<file path="config.mk">
export PLATFORM = sky130hd
export DESIGN_NAME = tag_serializer
export DESIGN_NICKNAME = d
export VERILOG_FILES = /design/src/rtl/tag_serializer_pkg.sv /design/src/rtl/tag_sel_gen.sv /design/src/rtl/tag_hold_bank.sv /design/src/rtl/tag_out_mux.sv /design/src/rtl/tag_serializer.sv
export SDC_FILE = /design/constraint.sdc
export NUM_CORES = 1
export LEC_CHECK = 0
export ABC_AREA = 1
export CAP_MARGIN = 20
export CORE_MARGIN = 1.5
export CORE_UTILIZATION = 47
export CTS_CLUSTER_DIAMETER = 50
export CTS_CLUSTER_SIZE = 24
export DETAILED_ROUTE_END_ITERATION = 8
export PLACE_DENSITY = 0.77
export SLEW_MARGIN = 0
export SYNTH_ARGS = -nofsm -noshare
export SYNTH_HDL_FRONTEND = slang
export SYNTH_SLANG_ARGS = --single-unit
</file>
<file path="constraint.sdc">
create_clock -name clk -period 1.7 [get_ports clk]
set_input_delay 0.17 -clock clk [delete_from_list [all_inputs] [get_ports clk]]
set_output_delay 0.17 -clock clk [all_outputs]
set_load 0.03 [all_outputs]
</file>
<file path="src/rtl/tag_serializer_pkg.sv">
// Package: shared defaults for the read-cycle serialiser.
// Assumes: a read cycle holds TS_SLOTS slots; identifiers are TS_ID_W bits.
package tag_serializer_pkg;
    parameter int unsigned TS_ID_W  = 8;
    parameter int unsigned TS_SLOTS = 4;
endpackage

</file>
<file path="src/rtl/tag_sel_gen.sv">
// Module: tag_sel_gen
// Select generator. A free-running slot counter aligned to the read cycle.
// Assumes: SLOTS >= 2; reset forces slot 0.
module tag_sel_gen #(
    parameter int unsigned SLOTS = tag_serializer_pkg::TS_SLOTS,
    localparam int unsigned SEL_W = $clog2(SLOTS)
) (
    input  logic             clk,
    input  logic             rst_n,
    output logic [SEL_W-1:0] sel_q,
    output logic             wrap_o
);
    localparam logic [SEL_W-1:0] LAST = SEL_W'(SLOTS - 1);

    // last slot of the read cycle
    assign wrap_o = (sel_q == LAST);

    // count slots, wrap at the end of the read cycle
    always_ff @(posedge clk) begin
        if (!rst_n)
            sel_q <= '0;
        else if (wrap_o)
            sel_q <= '0;
        else
            sel_q <= sel_q + 1'b1;
    end
endmodule

</file>
<file path="src/rtl/tag_hold_bank.sv">
// Module: tag_hold_bank
// One holding register per slot. All registers capture together on cap_i.
// Assumes: cap_i is qualified by the caller (load strobe at the wrap slot).
module tag_hold_bank #(
    parameter int unsigned ID_W  = tag_serializer_pkg::TS_ID_W,
    parameter int unsigned SLOTS = tag_serializer_pkg::TS_SLOTS,
    localparam int unsigned TOTAL_W = ID_W * SLOTS
) (
    input  logic               clk,
    input  logic               rst_n,
    input  logic               cap_i,
    input  logic [TOTAL_W-1:0] din_i,
    output logic [TOTAL_W-1:0] hold_q
);
    for (genvar k = 0; k < SLOTS; k++) begin : g_reg
        // capture field k of the incoming set
        always_ff @(posedge clk) begin
            if (!rst_n)
                hold_q[k*ID_W +: ID_W] <= '0;
            else if (cap_i)
                hold_q[k*ID_W +: ID_W] <= din_i[k*ID_W +: ID_W];
        end
    end
endmodule

</file>
<file path="src/rtl/tag_out_mux.sv">
// Module: tag_out_mux
// Combinational selector. Picks the holding register chosen by the slot index.
// Assumes: sel_i < SLOTS.
module tag_out_mux #(
    parameter int unsigned ID_W  = tag_serializer_pkg::TS_ID_W,
    parameter int unsigned SLOTS = tag_serializer_pkg::TS_SLOTS,
    localparam int unsigned SEL_W   = $clog2(SLOTS),
    localparam int unsigned TOTAL_W = ID_W * SLOTS
) (
    input  logic [SEL_W-1:0]   sel_i,
    input  logic [TOTAL_W-1:0] hold_i,
    output logic [ID_W-1:0]    dout_o
);
    // and-or selection across all slots
    always_comb begin
        dout_o = '0;
        for (int k = 0; k < SLOTS; k++) begin
            if (sel_i == SEL_W'(k))
                dout_o = dout_o | hold_i[k*ID_W +: ID_W];
        end
    end
endmodule

</file>
<file path="src/rtl/tag_serializer.sv">
// Module: tag_serializer
// Top level. Captures one set of sorted identifiers per read cycle and emits
// them one per clock, field 0 first.
// Assumes: the sorter raises load_i in the last slot when a set is ready.
module tag_serializer #(
    parameter int unsigned ID_W  = tag_serializer_pkg::TS_ID_W,
    parameter int unsigned SLOTS = tag_serializer_pkg::TS_SLOTS,
    localparam int unsigned SEL_W   = $clog2(SLOTS),
    localparam int unsigned TOTAL_W = ID_W * SLOTS
) (
    input  logic               clk,
    input  logic               rst_n,
    input  logic               load_i,
    input  logic [TOTAL_W-1:0] id_set_i,
    output logic [ID_W-1:0]    ser_id_o,
    output logic               ser_vld_o,
    output logic [SEL_W-1:0]   slot_o
);
    logic               wrap;
    logic               cap;
    logic [TOTAL_W-1:0] hold_q;

    tag_sel_gen #(.SLOTS(SLOTS)) u_sel (
        .clk    (clk),
        .rst_n  (rst_n),
        .sel_q  (slot_o),
        .wrap_o (wrap)
    );

    // capture only at the read-cycle boundary
    assign cap = load_i & wrap;

    tag_hold_bank #(.ID_W(ID_W), .SLOTS(SLOTS)) u_hold (
        .clk    (clk),
        .rst_n  (rst_n),
        .cap_i  (cap),
        .din_i  (id_set_i),
        .hold_q (hold_q)
    );

    tag_out_mux #(.ID_W(ID_W), .SLOTS(SLOTS)) u_mux (
        .sel_i  (slot_o),
        .hold_i (hold_q),
        .dout_o (ser_id_o)
    );

    // mark a read cycle as fresh when its set was loaded at the wrap
    always_ff @(posedge clk) begin
        if (!rst_n)
            ser_vld_o <= 1'b0;
        else if (wrap)
            ser_vld_o <= load_i;
    end
endmodule

</file>
**Yosys cells after proc, flatten, opt, wreduce, memory -nomap -nowiden**

Cells that the tools add are included.

- Flip-flop bits (word level): 35
- Bits in latches: 0
- Memory bits (writable): 0
- Memory bits (read-only): 0
- Input bits: 35
- Output and inout bits: 11
- Logic and storage cells: 21
- Memories: 0

- Add/sub/neg operators: 1
- $mul: 0
- Divide/modulo/power cells: 0
- Order comparisons: 0
- Equality and inequality tests: 3
- Shifts and indexed selects: 0
- Muxes and demuxes: 4
- Bitwise operators: 5
- Reduce and logical (&&, ||, !) cells: 2

Operators by type and width:

| kind | count |
|---|---|
| two-way mux 8 bit | 4 |
| OR 8 bit | 3 |
| == test 2 bit (second input constant) | 2 |
| adder 2 x 1 -> 2 bit (second input constant) | 1 |
| == test 2 x 1 -> 1 bit (second input constant) | 1 |
| logical NOT 2 bit | 1 |
| OR reduction 2 bit | 1 |
| AND 1 bit | 1 |
| NOT 1 bit | 1 |

**Logic depth before layout (Yosys ltp)**

- Depth in word-level cells: 8
- Depth in mapped cells: 8
- Mapped depth without buffers: 5

**By module**

Synthesis repeated with hierarchy kept, for this count alone.

- Cell total of the unflattened synthesis: 296
- Area total of the unflattened synthesis: 1,821.7 sq um

Modules (own cells, without submodules):

| module | times used | cells each | area an instance (sq um) | sequential area each (sq um) |
|---|---|---|---|---|
| tag_hold_bank | 1 | 202 | 1,335.0 | 640.6 |
| tag_out_mux | 1 | 79 | 367.9 | 0.0 |
| tag_sel_gen | 1 | 8 | 71.3 | 40.0 |
| tag_serializer | 1 | 7 | 47.5 | 20.0 |

**Least setup slack after synthesis**

Ideal clock, no wire load.

- Path kind: register to output
- From: register u_sel.sel_q[0]
- To: output ser_id_o[0]
- Data arrival time: 1,395 ps
- Data required time: 1,530 ps
- Path slack: 135 ps
- Cell stages (with the launch flop): 6
- Path buffers: 1
- Cells stage by stage: dfxtp_1 -> inv_1 -> ha_1 -> clkbuf_1 -> nand2_1 -> nand4_1

- Longest elaborated chain between the ends: 8
- Elaborated cells between the ends (all ways): 11
- Classes of those cells: eq/ne: 3; mux: 4; bitwise: 3; reduce/logical: 1

Ends and longest elaborated chain:

| what | RTL line | RTL |
|---|---|---|
| from (decl) | tag_sel_gen.sv:10 | `output logic [SEL_W-1:0] sel_q,` |
| from (signal assigned) | tag_sel_gen.sv:25 | `sel_q <= sel_q + 1'b1;` |
| logical NOT 2 bit | tag_out_mux.sv:18 | `if (sel_i == SEL_W'(k))` |
| two-way mux 8 bit | tag_out_mux.sv:18 |  |
| OR 8 bit | tag_out_mux.sv:19 | `dout_o = dout_o \| hold_i[k*ID_W +: ID_W];` |
| two-way mux 8 bit | tag_out_mux.sv:18 |  |
| OR 8 bit | tag_out_mux.sv:19 |  |
| two-way mux 8 bit | tag_out_mux.sv:18 |  |
| OR 8 bit | tag_out_mux.sv:19 |  |
| two-way mux 8 bit (*) | tag_out_mux.sv:18 |  |
| to (decl) | tag_serializer.sv:15 | `output logic [ID_W-1:0] ser_id_o,` |

Mark *: on every way between the ends. The rest lies on a longest branch, timed or not.

**Worst setup path after layout**

- From: register u_sel.sel_q[0]
- To: output ser_id_o[1]

Same word-level chain as after synthesis.

==> impl_metrics.ini <==
[outcome]
status = complete, no violations

[setup_path]
crit_arrival_ns = 1.44
critPathMaxFanout = 8
crit_required_ns = 1.53
rr_worst_depth = 6
critPathKind = reg2out
path_cells = ha_2, buf_4, nand2_1, nand4_1, buf_4
cp-end-kind = primary output
crit_path_frequent_cell = buf_4
slowest_stage = dfxtp_4
critPathMaxStageDelay_ns = 0.37
r2r_slack_ns = 0.48
start_kind = register

[sta]
setup_violations = 0
tns_ns = 0
setup_ws_ns = 0.08676
whs_ns = 0.4055
worst_clock_skew_ns = 0.008345
drv_slew = 0
hold_viol = 0
period_needed_ns = 1.613
fin_crit_sh = 0.9490
relSlewSlack = 0.7752
rsz0062_at_grt = false
fmax_mhz = 619.9
worst_slew_pin_slew_ns = 0.3361

[place]
port-buffer-count = 45
gp_congestion = 0.7503
placed_area_um2 = 2101
post-dp-hpwl_um = 2388
dp_cells = 343
pre_cts_ws_ns = 0.3502

[yosys]
synth_cells = 264
yosysSeqAreaShare = 0.4211
synth_top_area_share = 0.4211
synth_seq_cells = 35
avgSynthCellArea_um2 = 6.303
synth_top_area_cell = dfxtp_1
synth_area_um2 = 1664
synth_cell_types = 13
synth_area_leaders = dfxtp_1, nand2_1, nor2_1, inv_1, ha_1
yosysWarnings = 0
synth_nets = 303

[drt]
first_pass_iters = 4
drt_iter0_drc = 126
wl_um = 3419
post_drt_via_cell_ratio = 4.430
dr_total_vias = 1555
wl_per_cell_um = 9.741
drc_errors = 0
ant_nets = 0

[floorplanning]
core-area_um2 = 3363
die_area_um2 = 3907
die_height_um = 62.51
initial_core_util = 0.4948
ioPinCount = 46
die_x_um = 62.51
rows = 21

[cts]
clk_path_buf_depth = 2
cts_made_buffers = 5
h-tree-depth = 2
cts-root-buf = clkbuf_4
tritoncts = done
clk_latency_ns = 0.33
clkTransAtPathRegs_ns = 0.10
clkSinkCount = 35

[cells_and_area]
post-route-util = 0.6440
fin_area_um2 = 2166
fin_nets = 343
layoutNonFillerInstCount = 351
drive_gt1_frac = 0.07869
n_antenna_cell = 0
area_delta_synth_final_pct = 30.15

[power_and_ir_drop]
totalPowerFinal_mw = 1.610
cellLeakagePower_nw = 1.102
power_density_nw_per_um2 = 743.5
peakVddDrop_v = 0.0004915

[global_route]
grt_max_degree = 66
track_usage = 0.1899
antenna_found_initial = 0
grt.overflow.total = 0
grt_pass1_wl_um = 5961
grt_pass1_vias = 1482

[run]
cap_viol_max_count = 0

[worst_hold_path]
hold_path.class = in2reg
min_path_cells = 3
-- sequential cells by signal, indices dropped and copies added, names as in the netlist --
register / cells
u_sel.sel_q: 2
u_hold.hold_q: 32
ser_vld_o: 1
-- cell families after synthesis --
family                   after synthesis  share of synthesized area
AO/OA/AOI/OAI                          1                   0.004513
adder cells (fa/ha/maj)                4                    0.03008
buffers and inverters                 51                     0.1406
flip-flops                            35                     0.4211
AND/OR/NAND/NOR                      173                     0.4038
-- what timing repair did --
| action | 4_1_cts | 5_1_grt |
|---|---|---|
| buffers inserted | 0 | 0 |
| resized for setup | 3 | 4 |
| hold buffers | 0 | 0 |
| setup endpoints to repair | 4 | 9 |
| hold endpoints to repair | 0 | 0 |
-- power breakdown --
part	switching, mW	total [mW]	leakage (nW)	internal [mW]
sequential	0.0240	0.882	0.284	0.858
clock	0.257	0.418	0.0293	0.161
combinational	0.159	0.310	0.788	0.151
total	0.440	1.61	1.10	1.17
-- final timing paths --
path                                startpoint                 to
worst max register to register  u_sel.sel_q[0]  u_hold.hold_q[28]
worst min register to register  u_sel.sel_q[0]     u_sel.sel_q[0]
worst max-delay path            u_sel.sel_q[0]        ser_id_o[1]
worst min-delay path              id_set_i[15]  u_hold.hold_q[15]
-- routing by layer --
| metal | track usage | part of all wire |
|---|---|---|
| met1 | 0.2032 | 0.42 |
| met2 | 0.3522 | 0.52 |
| met3 | 0.06667 | 0.053 |
| met4 | 0.05000 | 0.0058 |
| met5 | 0 | 0 |
-- layout by cell type (no fill, tap or decap) --
cell type         n
clkdlybuf4s50_1  37
dfxtp_1          33
clkbuf_4          5
ha_2              4
dfxtp_2           1
dfxtp_4           1
buf_12            2
nor2_1           66
nand2_1          98
buf_4             9
clkinv_2          1
a21boi_1          1
nand4_1           8
inv_1            36
clkbuf_1          2
nand2_2           1
-- cells in the mapped netlist --
library cell and number:
buf_1 1, nor2_1 66, buf_4 4, nand2_2 1
a21boi_1 1, nand2_1 98, inv_1 36, ha_1 4
buf_6 3, dfxtp_1 35, nand4_1 8, clkbuf_1 3
buf_2 4
-- critical path, delay by kind of cell, from the launching register on --
family                     cells  cell delay, ns
buffers and inverters          2            0.36
and+or+nand+nor                2            0.18
DFF                            1            0.37
adders and majority gates      1            0.20
-- cell type report --
class,instances,area [um2]
Timing Repair Buffer,48,478.0
Sequential cell,35,705.7
Fill cell,350,1197
Clock buffer,7,45.04
Multi-Input combinational cell,178,739.5
Clock inverter,1,5.005
Tap cell,46,57.56
Inverter,36,135.1
Power figures use the tool's default switching activity.
